==> src/rtl/prom_pkg.sv <==
package prom_pkg;

  typedef enum logic [2:0] {
    ST_IDLE, ST_SETUP, ST_RAND_WAIT, ST_PAGE_WAIT, ST_CAPTURE, ST_RELEASE
  } rd_state_t;

  // cycles to cover a delay, plus one margin cycle
  function automatic int unsigned span_cycles(input int unsigned t_ps,
                                              input int unsigned clk_ps);
    return (t_ps + clk_ps - 1) / clk_ps + 1;
  endfunction

  function automatic int unsigned max_u(input int unsigned a, input int unsigned b);
    return (a > b) ? a : b;
  endfunction

endpackage

==> src/rtl/prom_wait_timer.sv <==
module prom_wait_timer #(
  parameter int W = 4
) (
  input  logic         clk,
  input  logic         rst_n,
  input  logic         load,
  input  logic [W-1:0] load_val,
  output logic         expired
);
  logic [W-1:0] cnt;

  always_ff @(posedge clk or negedge rst_n) begin
    if (!rst_n)            cnt <= '0;
    else if (load)         cnt <= load_val;
    else if (cnt != '0)    cnt <= cnt - W'(1);
  end

  assign expired = (cnt == '0);
endmodule

==> src/rtl/prom_addr_seq.sv <==
module prom_addr_seq #(
  parameter int AW = 20,
  parameter int PG = 3
) (
  input  logic          clk,
  input  logic          rst_n,
  input  logic          load,
  input  logic          step,
  input  logic          byte_mode,
  input  logic [AW:0]   start,
  output logic [AW-1:0] word_addr,
  output logic          lsb,
  output logic          step_in_page
);
  logic [AW:0]   cur, nxt;
  logic [AW-1:0] nxt_word;

  function automatic logic [AW-1:0] to_word(input logic [AW:0] a, input logic bm);
    return bm ? a[AW:1] : a[AW-1:0];
  endfunction

  always_comb begin
    if (byte_mode) nxt = cur + (AW+1)'(1);
    else           nxt = {1'b0, cur[AW-1:0] + AW'(1)};
  end

  always_ff @(posedge clk or negedge rst_n) begin
    if (!rst_n)     cur <= '0;
    else if (load)  cur <= byte_mode ? start : {1'b0, start[AW-1:0]};
    else if (step)  cur <= nxt;
  end

  assign word_addr    = to_word(cur, byte_mode);
  assign lsb          = byte_mode & cur[0];
  assign nxt_word     = to_word(nxt, byte_mode);
  assign step_in_page = (nxt_word[AW-1:PG] == word_addr[AW-1:PG]);
endmodule

==> src/rtl/prom_page_reader.sv <==
module prom_page_reader
  import prom_pkg::*;
#(
  parameter int AW     = 20,
  parameter int DW     = 16,
  parameter int LEN_W  = 8,
  parameter int PG     = 3,
  parameter int CLK_PS = 10000,
  parameter int T_AA_PS = 100000,
  parameter int T_PA_PS = 30000,
  parameter int T_OE_PS = 30000,
  parameter int T_HZ_PS = 20000
) (
  input  logic             clk,
  input  logic             rst_n,
  input  logic             req_valid,
  output logic             req_ready,
  input  logic [AW:0]      req_addr,
  input  logic [LEN_W-1:0] req_len,
  input  logic             req_byte,
  output logic             rd_valid,
  output logic [DW-1:0]    rd_data,
  output logic [AW-1:0]    mem_addr,
  output logic             mem_lsb,
  output logic             mem_ce_n,
  output logic             mem_oe_n,
  output logic             mem_word_sel,
  input  logic [DW-1:0]    mem_bus
);
  localparam int unsigned RAND_CYC = max_u(span_cycles(T_AA_PS, CLK_PS),
                                           span_cycles(T_OE_PS, CLK_PS));
  localparam int unsigned PAGE_CYC = span_cycles(T_PA_PS, CLK_PS);
  localparam int unsigned HZ_CYC   = span_cycles(T_HZ_PS, CLK_PS);
  localparam int unsigned MAX_CYC  = max_u(RAND_CYC, max_u(PAGE_CYC, HZ_CYC));
  localparam int CW = $clog2(MAX_CYC + 1);
  localparam int HB = DW / 2;

  rd_state_t        state, nxt_state;
  logic [LEN_W-1:0] left_q;
  logic             byte_q;
  logic             tmr_load, tmr_expired;
  logic [CW-1:0]    tmr_val;

  // named internal events
  wire ev_accept  = (state == ST_IDLE) && req_valid && (req_len != '0);
  wire ev_capture = (state == ST_CAPTURE);
  wire ev_last    = ev_capture && (left_q == LEN_W'(1));
  wire ev_step    = ev_capture && !ev_last;
  wire in_page;

  prom_addr_seq #(.AW(AW), .PG(PG)) u_seq (
    .clk(clk), .rst_n(rst_n), .load(ev_accept), .step(ev_step),
    .byte_mode(ev_accept ? req_byte : byte_q), .start(req_addr),
    .word_addr(mem_addr), .lsb(mem_lsb), .step_in_page(in_page)
  );

  prom_wait_timer #(.W(CW)) u_tmr (
    .clk(clk), .rst_n(rst_n), .load(tmr_load), .load_val(tmr_val),
    .expired(tmr_expired)
  );

  always_comb begin
    nxt_state = state;
    tmr_load  = 1'b0;
    tmr_val   = '0;
    unique case (state)
      ST_IDLE:      if (ev_accept) nxt_state = ST_SETUP;
      ST_SETUP: begin
        nxt_state = ST_RAND_WAIT;
        tmr_load  = 1'b1;
        tmr_val   = CW'(RAND_CYC - 1);
      end
      ST_RAND_WAIT, ST_PAGE_WAIT:
        if (tmr_expired) nxt_state = ST_CAPTURE;
      ST_CAPTURE: begin
        tmr_load = 1'b1;
        if (ev_last) begin
          nxt_state = ST_RELEASE;
          tmr_val   = CW'(HZ_CYC - 1);
        end else if (in_page) begin
          nxt_state = ST_PAGE_WAIT;
          tmr_val   = CW'(PAGE_CYC - 1);
        end else begin
          nxt_state = ST_RAND_WAIT;
          tmr_val   = CW'(RAND_CYC - 1);
        end
      end
      ST_RELEASE:   if (tmr_expired) nxt_state = ST_IDLE;
      default:      nxt_state = ST_IDLE;
    endcase
  end

  always_ff @(posedge clk or negedge rst_n) begin
    if (!rst_n) begin
      state    <= ST_IDLE;
      left_q   <= '0;
      byte_q   <= 1'b0;
      rd_valid <= 1'b0;
      rd_data  <= '0;
    end else begin
      state    <= nxt_state;
      rd_valid <= ev_capture;
      if (ev_accept) begin
        left_q <= req_len;
        byte_q <= req_byte;
      end
      if (ev_step) left_q <= left_q - LEN_W'(1);
      if (ev_capture)
        rd_data <= byte_q ? {{(DW-HB){1'b0}}, mem_bus[HB-1:0]} : mem_bus;
    end
  end

  assign req_ready    = (state == ST_IDLE);
  assign mem_ce_n     = (state == ST_IDLE) || (state == ST_RELEASE);
  assign mem_oe_n     = mem_ce_n;
  assign mem_word_sel = !byte_q;

  // address steady during every wait
  p_addr_hold_r11: assert property (@(posedge clk) disable iff (!rst_n)
    ((state == ST_RAND_WAIT || state == ST_PAGE_WAIT) && $past(state) == state)
      |-> ($stable(mem_addr) && $stable(mem_lsb)));
  // short wait only when the page bits kept their value
  p_page_wait_in_page_r4: assert property (@(posedge clk) disable iff (!rst_n)
    (state == ST_PAGE_WAIT && $past(state) == ST_CAPTURE)
      |-> (mem_addr[AW-1:PG] == $past(mem_addr[AW-1:PG])));
  // samples are taken only with both enables low
  p_sample_enabled_r2: assert property (@(posedge clk) disable iff (!rst_n)
    rd_valid |-> $past(!mem_ce_n && !mem_oe_n));
  // idle returns only after chip enable has been high
  p_release_ce_high_r9: assert property (@(posedge clk) disable iff (!rst_n)
    $rose(req_ready) |-> ($past(mem_ce_n) && mem_ce_n));
  // mode select does not move within a request
  p_mode_stable_r7: assert property (@(posedge clk) disable iff (!rst_n)
    (!req_ready && !$past(req_ready)) |-> $stable(mem_word_sel));
  // a zero-length request never leaves idle
  p_zero_len_r10: assert property (@(posedge clk) disable iff (!rst_n)
    (req_ready && req_valid && req_len == '0) |=> req_ready);
endmodule

==> config.mk <==
export PLATFORM = sky130hd
export DESIGN_NAME = prom_page_reader
export DESIGN_NICKNAME = d
export VERILOG_FILES = /design/src/rtl/prom_pkg.sv /design/src/rtl/prom_wait_timer.sv /design/src/rtl/prom_addr_seq.sv /design/src/rtl/prom_page_reader.sv
export SDC_FILE = /design/constraint.sdc
export NUM_CORES = 1
export LEC_CHECK = 0
export ABC_AREA = 1
export BUFFER_PORTS_ARGS = -buffer_cell sky130_fd_sc_hd__buf_2
export CORE_ASPECT_RATIO = 2
export CORE_MARGIN = 2
export CORE_UTILIZATION = 28
export CTS_CLUSTER_DIAMETER = 200
export DETAILED_ROUTE_END_ITERATION = 8
export PLACE_DENSITY = 0.57
export SLEW_MARGIN = 20
export SYNTH_ARGS = -nofsm -noshare
export SYNTH_HDL_FRONTEND = slang
export SYNTH_SLANG_ARGS = --single-unit
==> constraint.sdc <==
create_clock -name clk -period 2.1 [get_ports clk]
set_input_delay 0.105 -clock clk [delete_from_list [all_inputs] [get_ports clk]]
set_output_delay 0.105 -clock clk [all_outputs]
set_load 0.02 [all_outputs]
# Word-level counts from Yosys, hierarchy flattened
# Index checks and enable logic that the tools add are counted.
dict set report totals {
  ff_bits 54
  latchBits 0
  ram_bits 0
  romBits 0
  input_bits 49
  output_inout_bits 42
  elab_cells 60
  mem_count 0
}
dict set report classes {
  n_addsub 4
  multipliers 0
  n_div 0
  n_lt_le_gt_ge 0
  n_eq_ne 10
  shifts 0
  n_mux 22
  bitwise_logic 1
  reduce_logical 16
}
# cell n
set op_table {}
lappend op_table {{2-to-1 mux 21 bit} 4}
lappend op_table {{2-to-1 mux 20 bit} 2}
lappend op_table {{adder 21 x 1 -> 21 bit, second input constant} 1}
lappend op_table {{adder 20 x 1 -> 20 bit, second input constant} 1}
lappend op_table {{== test 17 bit} 1}
lappend op_table {{2-to-1 mux 16 bit} 1}
lappend op_table {{2-to-1 mux 4 bit} 4}
lappend op_table {{2-to-1 mux 8 bit} 2}
lappend op_table {{one-hot mux 3 bit (5 select lines)} 1}
lappend op_table {{2-to-1 mux 3 bit} 4}
lappend op_table {{== test 8 x 1 -> 1 bit, second input constant} 1}
lappend op_table {{one-hot mux 4 bit (2 select lines)} 1}
lappend op_table {{nonzero test 8 bit} 1}
lappend op_table {{subtractor 8 x 1 -> 8 bit, second input constant} 1}
lappend op_table {{== test 3 x 2 -> 1 bit, second input constant} 2}
lappend op_table {{== test 3 bit, second input constant} 2}
lappend op_table {{logical AND 1 bit} 4}
lappend op_table {{zero test 4 bit} 1}
lappend op_table {{inequality test 2 bit, second input constant} 2}
lappend op_table {{nonzero test 2 bit} 2}
lappend op_table {{nonzero test 4 bit} 1}
lappend op_table {{OR reduction 2 bit} 2}
lappend op_table {{subtractor 4 x 1 -> 4 bit, second input constant} 1}
lappend op_table {{== test 3 x 1 -> 1 bit, second input constant} 1}
lappend op_table {{7 further kinds} 10}

# Logic depth before layout (Yosys ltp)
# Gate-level depths: netlist of run 1.
dict set report depth {
  word_depth 11
  mapped_depth 15
  depth_no_buf 15
}

# By module
# From an unflattened synthesis of run 1, not the netlist that was laid out.
dict set report hier_totals {
  cells_unflattened 512
  hier_area_um2 3517.1
}
# mod n_inst cells_each area_per_inst_um2 seq_area_each_um2
set modules_own_cells {}
lappend modules_own_cells {prom_addr_seq 1 256 1689.1 525.5}
lappend modules_own_cells {prom_page_reader 1 222 1585.3 725.7}
lappend modules_own_cells {prom_wait_timer 1 34 242.7 100.1}

# Least setup slack after synthesis of run 1
# OpenSTA, ideal clock, no wires.
dict set report synth_timing {
  kind {reg2out}
  start {register state[0]}
  end {output mem_addr[10]}
  t_arrival_ns 1.675
  required_time_ns 1.995
  path_slack_ns 0.320
  path_stages_with_launch 9
  path_buffers 1
  cell_sequence {dfrtp_1 -> nor2_4 -> nand2_4 -> nor2_8 -> nand2_4 -> nand2_4 -> nand2_4 -> clkbuf_1 -> o21ai_0}
}
dict set report synth_between {
  elab_chain_len 5
}
# item line
set synth_lines {}
lappend synth_lines {{start: declaration} prom_page_reader.sv:38} ;# rd_state_t state, nxt_state;
lappend synth_lines {{start signal: assignment} prom_page_reader.sv:101} ;# state <= nxt_state;
lappend synth_lines {{zero test 3 bit} prom_page_reader.sv:45} ;# wire ev_accept = (state == ST_IDLE) && req_valid && (req_len != '0);
lappend synth_lines {{logical AND 1 bit (2 in series)} prom_page_reader.sv:45}
lappend synth_lines {{2-to-1 mux 1 bit} n/a}
lappend synth_lines {{2-to-1 mux 20 bit} prom_addr_seq.sv:19} ;# return bm ? a[AW:1] : a[AW-1:0];
lappend synth_lines {{end: declaration} prom_page_reader.sv:23} ;# output logic [AW-1:0] mem_addr,
# Every way passes these cells.

# Worst setup path in the final report of run 1
dict set report layout_timing {
  start {register state[1]}
  end {output mem_addr[11]}
}
# The elaborated chain is that of the path after synthesis.

==> results of run 1 <==
-- metrics by stage --
stage                     power [mW]  hold WS, ns  cells  util [%]
final                           7.38      0.00787    698      36.6
after global routing            7.99     0.000578    698      36.6
after CTS                       7.36      0.00355    697      36.3
after detailed placement        6.14        0.211    677      33.6
after global placement          6.07        0.211    677      33.6
after floorplan                 4.96       -0.191    448         -
-- worst min-delay path: stages --
cell     delay (ns)
buf_2          0.08
nand2_1        0.05
nand2_1        0.05
-- metal layers --
| metal | global-route usage (%) | share of wire, % |
|---|---|---|
| met5 | 0 | 0 |
| met4 | 6.63 | 3.2 |
| met3 | 3.15 | 5.5 |
| met2 | 30.7 | 56 |
| met1 | 16.0 | 35 |
-- area by class of cell --
cell class              instances  area, sq um  share of cell area, %
multi-input cells             322         1900                   42.5
flip-flops and latches         54         1350                   30.3
repair buffers                111          636                   14.3
inverters                      56          220                   4.94
well taps                     147          184                   4.12
clock buffers                   5          125                   2.81
clock inverters                 3         47.5                   1.07
-- cell families (layout without fill, tap and decap cells) --
kind of cell,count (synthesis),after routing,synth area share (%)
DFF,54,54,38.6
buffers and inverters,73,175,9.54
xor gates and xnor gates,20,20,5.00
and+or+nand+nor,229,230,30.9
adders and majority gates,5,5,1.79
AOI/OAI and AO/OA,67,67,14.2
-- repair_timing --
| action | in CTS | in global routing |
|---|---|---|
| hold buffers | 6 | 0 |
| pin swaps | 2 | 3 |
| resized for setup | 11 | 8 |
| endpoints found under the setup margin | 16 | 14 |
| buffers inserted | 6 | 0 |
| endpoints found under the hold margin | 32 | 0 |
| gates cloned | 0 | 1 |
-- power groups by stage --
stage / Sequential, mW / Clock, mW / Combinational [mW]
global placement: 1.98 / 0 / 4.09
finish: 2.00 / 0.990 / 4.40
floorplan: 2.06 / 0 / 2.89
detailed placement: 1.99 / 0 / 4.15
global route: 2.07 / 1.06 / 4.87
CTS: 1.99 / 1.01 / 4.35
-- worst max-delay path by stage --
stage / endpoint / slack (ns) / cells after the start
after floorplan: mem_addr[10] / 0.32 / 8
after global placement: mem_addr[17] / 0.08 / 8
after detailed placement: mem_addr[17] / 0.03 / 8
after CTS: mem_addr[11] / 0.03 / 9
after global routing: mem_addr[11] / 0.0009 / 9
final: mem_addr[11] / 0.05 / 9
-- cell usage after synthesis (2+ instances only) --
library cell    n  area (sq um)
o221ai_1        7          61.3
inv_1          48           180
xor2_1         18           158
o211ai_1        6          45.0
nor2_1         29           109
buf_2           7          35.0
nor3_1          4          20.0
a221oi_1        2          17.5
dfrtp_1        54          1350
nor2_8          3          60.1
nand2_4         4          45.0
nor3_4          2          32.5
a211oi_1        2          15.0
inv_2           6          22.5
buf_4           2          15.0
o21ai_1         2          10.0
buf_6           3          33.8
o21ai_0        25           125
nand2_1       136           510
nand4_1         6          37.5
o22ai_1         3          18.8
clkbuf_1        3          11.3
xnor2_1         2          17.5
o221ai_2        8           120
nand2_2         5          31.3
nor2_4          2          22.5
nand3_1        33           165
a21oi_1         6          30.0
ha_1            5          62.6
-- registers in the layout (all words and copies together), names as in the netlist --
name       flops
byte_q         1
state          3
left_q         8
u_tmr.cnt      4
rd_valid       1
rd_data       16
u_seq.cur     21
==> metrics.md, run 1 <==
| Metric | Value |
|---|---|
| Status | completed |
| Ys async rst share | 100% |
| Cells along the critical path | nor2_4, nand2_4, nor2_8, nand2_8, nand2_8, nand2_4, buf_4, o21ai_0, buf_2 |
| Core area | approximately 0.012 sq mm |
| Place WS | 0.0340 ns |
| Unique cell type count in the Yosys netlist | 44 |
| CP arrival | about 1.9 ns |
| Gate power share | between 50 and 60% |
| Share of cells above drive strength 1 | 28.1% |
| P&R area growth vs syn | 27.3% |
| Clock Latency Late Sink | 0.30 ns |
| Sequential share of power | between 20 and 30% |
| Drt first pass iters | 4 |
| Period Utilization, post-route | a little over nine tenths |
| Number of flops mapped to enable cells by yosys | 0 |
| Worst R2R End | u_seq.cur[2] |
| Worst slew margin | 51.6% |
| Max-Cap Viols | 0 |
| Cell Area, Synth | around 0.0035 sq mm |
| Via count | about 3400 |
| Port Buffers | 90 |
| CTS Root Cell | clkbuf_16 |
| Synth Warn # | 0 |
| Hold Startpoint | mem_bus[2] |
| Tightest Pin Transition | around 0.73 ns |
| Net Sw Power | roughly 3.7 mW |
| Post-route DRC | 0 |
| Antenna cell count | 0 |
| Final instance area | 0.00446 sq mm |
| Worst hold path class | primary input to flip-flop |
| Number of fill cells | between 1000 and 1500 |
| Clock Skews | ~0.0061 ns |
| Detail Placement HPWL | between 7000 and 8000 um |
| WS Path Type | flip-flop to output port |
| CP Capture Type | output port |
| Routed len/inst | 15.2 um |
| Detailed Route Iter0 Violations | between 150 and 200 |
| Die ar. | 0.0135 sq mm |
| Switching Share | 50.3% |
| RSZ-0062 raised after global routing | no |
| Clk pwr share | approximately 13% |
| Vias in the first global route | roughly 3600 |
| Buf+Inv Stages, Crit Path | 2 |
| Number of I/O pins | around 90 |
| GPL Wtd Cong | between 0.9 and 1 |
| Area of placed instances | between 0.004 and 0.005 sq mm |
| Htree depth | 2 |
| FMAX | around 490 MHz |
| Die span in x | ~83 um |
| Worst setup margin | around 0.052 ns |
| Maximum buffer depth of the clock tree | 2 |
| Fin. Hold Viols | 0 |
| Worst R2R Start | state[1] |
| Total Wirelength | ~11000 um |
| Worst-path clk slew | roughly 0.08 ns |
| Global-route wire length before repair | approximately 17000 um |
| Syn nets | ~500 |
| Post-synthesis sequential area ratio | approximately 39% |
| Pwr Density | 1660 mW/mm^2 |
| Peak supply drop | around 0.62 mV |
| Hold Path Cell Cnt | 3 |
| CP top delay family | simple AND/OR/NAND/NOR gates |
| Antenna Nets Post-Route | 0 |
| Clock tree from TritonCTS | yes |
| Synthesized area per cell | about 7.8 sq um |
| Max-slew violations | 0 |
| GRT overflow | 0 |
| Global Route Usage Sum | between 10% and 20% |
| WHS Endpoint | rd_data[2] |
| Nets@finish | 604 |
| Core Rows | 57 |
| Commonest cells after routing, fill and taps aside | nand2_1, buf_2, dfrtp_1, inv_1, nand3_1 |
| Worst r2r path cells | 9 |
| Number of buffers inserted during clock tree synthesis | 5 |
| Setup_tns | 0 ns |
| Primary FF master, synth | dfrtp_1 |
| Yosys reg bits | between 50 and 60 |
| Startpoint types | flip-flop |
| P_int | between 3 and 4 mW |
| Synthesized instance count | approximately 450 |
| Chip Height | around 160 um |
| Final setup vio count | 0 |
| Min Tclk post-route | approximately 2 ns |
| CP startpoint | state[1] |
| Slowest cell on crit path | dfrtp_1 |
| Largest net degree at the start of global routing | 30 |
| Drt via density | between 4 and 5 |
| Flop2flop setup slack | 0.19 ns |
| Initial core utilization | between 20 and 30% |
| Most common cell after layout, fill and taps aside | nand2_1 |
| Critical Path Max Stage Delay | between 0.4 and 0.5 ns |
| CP Max Fanout | 6 |
| Initial antenna violation count | 0 |
| Clock sinks | 54 |
| Leakage | around 2.2 nW |
| CP required | around 2.0 ns |
Power figures use the tool's default switching activity.
==> inputs of run 2 (changes only) <==
BUFFER_PORTS_ARGS = not set   (was -buffer_cell sky130_fd_sc_hd__buf_2)
CTS_CLUSTER_DIAMETER = 40   (was 200)
DONT_BUFFER_PORTS = 1   (was not set)
PLACE_DENSITY = 0.5   (was 0.57)
==> run 2 against run 1 <==
Sequential share of layout area decreased by 0.46 points. Count of clock-buffer cells in the layout rose by 1. Combinational power fell by 4%. Global-route usage fell by 0.11 points. Hold slack improved by 0.011 ns. Non-clock buffer count shrank 35. Sequential power grew 10%. Fmax is 0.31% lower. Worst setup slack got worse by 0.0064 ns. Critical path depth fell by 2. Critical endpoint is now mem_lsb. Highest routed layer unchanged.
==> metrics.md, run 2 (synthesized netlist as in run 1, its figures left out) <==
| Metric | Value |
|---|---|
| Status | completed |
| Final Util | 37.1% (+0.56 points) |
| Clock Skews | 0.00897 ns (+0.00284 ns) |
| WS Path Type | flip-flop to output port |
| GRT overflow | 0 (unchanged) |
| Fin. Hold Viols | 0 (unchanged) |
| Post-route DRC | 0 (unchanged) |
| CP top delay family | simple AND/OR/NAND/NOR gates |
| Maximum buffer depth of the clock tree | 2 (unchanged) |
| Pwr Density | 1620 mW/mm^2 (-2.2%) |
| Fin cells | 663 (-5.0%) |
| Detailed Route Iter0 Violations | 185 (+8.8%) |
| Share of cells above drive strength 1 | 16.7% (-11 points) |
| Chip Height | 162 um (unchanged) |
| Cells after DPL | 607 (-10%) |
| Die ar. | 0.0135 sq mm (unchanged) |
| Commonest cells after routing, fill and taps aside | nand2_1, dfrtp_1, inv_1, dlygate4sd3_1, nand3_1 |
| CP required | 2.00 ns (about the same) |
| Number of I/O pins | 91 (unchanged) |
| Startpoint types | flip-flop |
| Nets@finish | 569 (-5.8%) |
| Vias in the first global route | 3352 (-5.7%) |
| Global Route Usage Sum | 15.7% (-0.11 points) |
| Clock tree from TritonCTS | yes |
| Routed len/inst | 16.3 um (+7.3%) |
| P&R area growth vs syn | 29.3% |
| Drt via density | 4.86 (-0.91%) |
| Global-route wire length before repair | 16700 um (-1.9%) |
| Slowest cell on crit path | dfrtp_1 |
| Initial core utilization | 28.7% (unchanged) |
| FMAX | 487 MHz (-0.31%) |
| Antenna Nets Post-Route | 0 (unchanged) |
| Via count | 3219 (-5.9%) |
| Worst-path clk slew | 0.08 ns (about the same) |
| Core area | 0.0122 sq mm (unchanged) |
| Buf+Inv Stages, Crit Path | 0 (-2) |
| Min Tclk post-route | 2.05 ns (+0.00636 ns) |
| Worst slew margin | 63.9% (+12 points) |
| Critical Path Max Stage Delay | 0.42 ns (about the same) |
| Core Rows | 57 (unchanged) |
| Cells along the critical path | nor2_4, nand2_4, nor2_8, nand2_8, nand2_8, nand2_4, nor2_1 |
| Largest Register | u_seq.cur |
| Peak supply drop | 0.582 mV (-6.6%) |
| CTS Root Cell | clkbuf_16 |
| Initial antenna violation count | 0 (unchanged) |
| Worst hold path class | primary input to flip-flop |
| CP Capture Type | output port |
| Largest net degree at the start of global routing | 55 (+83%) |
| CP arrival | 1.95 ns (about the same) |
| Leakage | 2.11 nW (-5.8%) |
| CP Max Fanout | 14 (+8) |
| Drt first pass iters | 5 (+1) |
| Clock sinks | 54 (unchanged) |
| Final setup vio count | 0 (unchanged) |
| Port Buffers | 0 (-100%) |
| Max-Cap Viols | 0 (unchanged) |
| Detail Placement HPWL | 7840 um (-1.4%) |
| Die span in x | 83.1 um (unchanged) |
| Htree depth | 2 (unchanged) |
| Total Wirelength | 10800 um (+1.9%) |
| Max FFs per register | 21 (unchanged) |
| Number of buffers inserted during clock tree synthesis | 5 (unchanged) |
| Period Utilization, post-route | 97.8% (+0.30 points) |
| Clock Latency Late Sink | 0.30 ns (about the same) |
| Max-slew violations | 0 (unchanged) |
| Most common cell after layout, fill and taps aside | nand2_1 |
| Antenna cell count | 0 (unchanged) |
| GPL Wtd Cong | 0.810 (-11%) |
| Largest regs | u_seq.cur x21, rd_data x16, left_q x8 |
| Tightest Pin Transition | 0.538 ns (-0.188 ns) |
## run 2: final timing paths
kind | start | end | slack [ns] | depth (start not counted)
max | state[0] | mem_lsb | 0.05 | 7
min | req_byte | byte_q | 0.02 | 2
max reg2reg | state[0] | u_seq.cur[3] | 0.14 | 9
min reg2reg | left_q[6] | left_q[6] | 0.52 | 2
max in group asynchronous | rst_n | left_q[5] | 1.51 | 2
min in group asynchronous | rst_n | u_seq.cur[3] | 0.30 | 2
## run 2: layout make-up
cell class,count,area [sq um]
flip-flops and latches,54,1350
multi-input cells,322,1910
well taps,147,184
fillers,1253,7670
clock buffers,6,139
inverters,56,220
clock inverters,2,12.5
repair buffers,76,714
## run 2: power by group
part           internal [mW]  switching (mW)
Combinational           1.60            2.64
Sequential              1.54           0.656
Clock                  0.475           0.419
Total                   3.62            3.72
## run 2: worst register-to-register path: cells and delay by family (launching register included)
family | cells | cell delay, ns
AO/OA/AOI/OAI | 1 | 0.17
buffers and inverters | 3 | 0.60
flip-flops | 1 | 0.42
AND/OR/NAND/NOR | 5 | 0.63
## run 2: timing repair
action / 4_1_cts / 5_1_grt
gates cloned: 0 / 1
endpoints found under the setup margin: 16 / 19
pin swaps: 1 / 2
buffers inserted: 0 / 3
resized for setup: 14 / 12
hold buffers: 44 / 0
endpoints found under the hold margin: 96 / 0
## run 2: metal layers
metal | global-route usage, % | vias to the layer above | share of wire [%]
met1 | 15.7 | 1512 | 37
met2 | 31.3 | 93 | 57
li1 | - | 1596 | -
met5 | 0 | - | 0
met4 | 6.04 | 0 | 2.5
met3 | 2.69 | 18 | 4.0
## run 2: per-stage QoR
step	worst slack, ns	total power [mW]	hold WS [ns]	instance area, sq um	setup TNS [ns]
2_1_floorplan	0.320	4.96	-0.191	3500	0
3_3_place_gp	0.101	6.03	-0.187	3800	0
3_5_place_dp	0.0775	6.10	-0.187	3800	0
4_1_cts	0.00867	7.21	0.00878	4460	0
5_1_grt	-0.0301	7.92	0.0248	4530	-0.109
6_report	0.0453	7.33	0.0190	4530	0
==> inputs of run 3 (changes only) <==
clock period = 2.42 ns   (was 2.1 ns; I/O delays follow)
==> run 3 against run 2 <==
First-iteration DRC count is 13% lower. Power is 18% lower. Sequential cell count stayed put. Worst setup slack better by 0.11 ns. Sequential power is 12% lower. Sequential share of layout area is 1.6 points higher. Die area stayed put. Critical path type unchanged.
==> metrics.md, run 3 (synthesized netlist as in run 1, its figures left out) <==
| Metric | Value |
|---|---|
| Status | completed |
| Post-CTS Resized | 0 (-14) |
| CP Capture Type | output port |
| Cells after DPL | 600 (-1.2%) |
| Tightest Pin Transition | 0.451 ns (-0.0873 ns) |
| Worst R2R End | state[0] |
| RSZ-0062 raised after global routing | no |
| Pwr Density | 1390 mW/mm^2 (-14%) |
| Final setup vio count | 0 (unchanged) |
| Max-Cap Viols | 0 (unchanged) |
| Post-route DRC | 0 (unchanged) |
| Flop2flop setup slack | 0.41 ns (+0.27 ns) |
| Share of cells above drive strength 1 | 13.8% (-2.9 points) |
| Detailed Route Iter0 Violations | 161 (-13%) |
| Nets@finish | 553 (-2.8%) |
| Fin cells | 647 (-2.4%) |
| Pwr Total | 5.98 mW (-18%) |
| Min Tclk post-route | between 2 and 2.5 ns |
| Die ar. | 0.0135 sq mm (unchanged) |
| Clock Skews | 0.00692 ns (-0.00206 ns) |
| CP arrival | 2.15 ns (+0.20 ns) |
| Port Buffers | 0 (unchanged) |
| Commonest cells after routing, fill and taps aside | nand2_1, dfrtp_1, inv_1, dlygate4sd3_1, nand3_1 |
| Leakage | 2.01 nW (-4.6%) |
| Hold Path Cell Cnt | 2 (unchanged) |
| Vias in the first global route | 3423 (+2.1%) |
| Fin. Hold Viols | 0 (unchanged) |
| Chip Height | 162 um (unchanged) |
| Most common cell after layout, fill and taps aside | nand2_1 |
| Worst hold path class | primary input to flip-flop |
| GRT overflow | 0 (unchanged) |
| Clock Latency Late Sink | 0.30 ns (about the same) |
| Clock tree from TritonCTS | yes |
| Global Route Usage Sum | 15.8% (+0.14 points) |
| Worst setup margin | 0.153 ns (+0.108 ns) |
| Max FFs per register | 21 (unchanged) |
| Htree depth | 2 (unchanged) |
| Setup_tns | 0 ns (unchanged) |
| Peak supply drop | 0.623 mV (+7.0%) |
| Max-slew violations | 0 (unchanged) |
| Drt first pass iters | 4 (-1) |
| Worst Hold Margin | 0.000158 ns (-0.0188 ns) |
| Core Rows | 57 (unchanged) |
| Initial core utilization | 28.7% (unchanged) |
| P&R area growth vs syn | 22.6% |
| Core area | 0.0122 sq mm (unchanged) |
| Drt via density | 4.94 (+1.8%) |
| Worst R2R Start | state[0] |
| Period Utilization, post-route | between 90 and 100% |
| Hold Startpoint | req_len[0] |
| Detail Placement HPWL | 7710 um (-1.7%) |
| WS Path Type | flip-flop to output port |
| CTS Root Cell | clkbuf_16 |
| Antenna Nets Post-Route | 0 (unchanged) |
| Total Wirelength | 10400 um (-3.7%) |
| Largest net degree at the start of global routing | 55 (unchanged) |
| GPL Wtd Cong | 0.908 (+12%) |
| Via count | 3199 (-0.62%) |
| FMAX | 441 MHz |
| Routed len/inst | 16.1 um (-1.3%) |
| Worst slew margin | 69.7% (+5.9 points) |
| Number of buffers inserted during clock tree synthesis | 5 (unchanged) |
| Largest Register | u_seq.cur |
| Die span in x | 83.1 um (unchanged) |
| Number of I/O pins | 91 (unchanged) |
| Maximum buffer depth of the clock tree | 2 (unchanged) |
| CP required | 2.30 ns (+0.30 ns) |
| Largest regs | u_seq.cur x21, rd_data x16, left_q x8 |
| Antenna cell count | 0 (unchanged) |
| Startpoint types | flip-flop |
| Place WS | 0.395 ns (+0.318 ns) |
| WHS Endpoint | left_q[0] |
| Global-route wire length before repair | 17000 um (+1.8%) |
| Clock sinks | 54 (unchanged) |
| Worst-path clk slew | 0.07 ns (about the same) |
| Worst r2r path cells | 14 (+5) |
| Initial antenna violation count | 0 (unchanged) |
| CP Max Fanout | 15 (+1) |
-- run 3: changes by cell type in the layout (fill, tap and decap cells not counted), sizes merged --
cell,delta
nand2,-1
clkbuf,+1
clkinvlp,-1
buf,-10
dlygate4sd3,-5
-- run 3: worst max-delay path by stage --
stage	cells past startpoint	slack, ns	endpoint	start
floorplan	8	0.62	mem_addr[10]	state[0]
global placement	14	0.45	state[0]	state[0]
detailed placement	14	0.40	state[0]	state[0]
CTS	8	0.10	mem_addr[1]	state[0]
global route	8	0.01	mem_addr[1]	state[0]
finish	8	0.15	mem_addr[1]	state[0]
-- run 3: power by group --
part / leakage [nW] / internal, mW / switching [mW]
logic: 1.27 / 1.19 / 2.11
registers: 0.666 / 1.34 / 0.590
clock network: 0.0739 / 0.412 / 0.337
total: 2.01 / 2.94 / 3.04
-- run 3: per-stage QoR --
step	cell area [sq um]	utilization, %
after global routing	4290	35.2
final	4290	35.2
after global placement	3740	30.6
after floorplan	3500	-
after CTS	4290	35.2
after detailed placement	3740	30.6
-- run 3: routing by layer --
layer	share of wire (%)	global-route usage, %	vias up	routed length [um]
met4	3.9	7.53	0	405
met1	35	15.4	1506	3630
li1	-	-	1562	-
met5	0	0	-	0
met2	56	30.9	108	5860
met3	5.1	3.46	23	527
-- run 3: repair_timing --
action,CTS,global route
hold buffers,39,0
hold endpoints to repair,91,0
setup buffers,0,0
-- run 3: worst max-delay path, stage by stage, from the launching register on --
cell     delay, ns
dfrtp_1       0.42
nor2_4        0.16
nand2_4       0.09
nor2_8        0.13
nand2_4       0.15
nand2_2       0.16
nand2_2       0.18
o21ai_0       0.35
buf_4         0.21
-- run 3: final cells by class --
class / instances / area, sq um
clock inverter: 1 / 5.00
timing repair buffer: 61 / 573
multi-input combinational: 321 / 1820
clock buffer: 7 / 143
tap: 147 / 184
fill: 1252 / 7900
sequential: 54 / 1350
inverter: 56 / 220
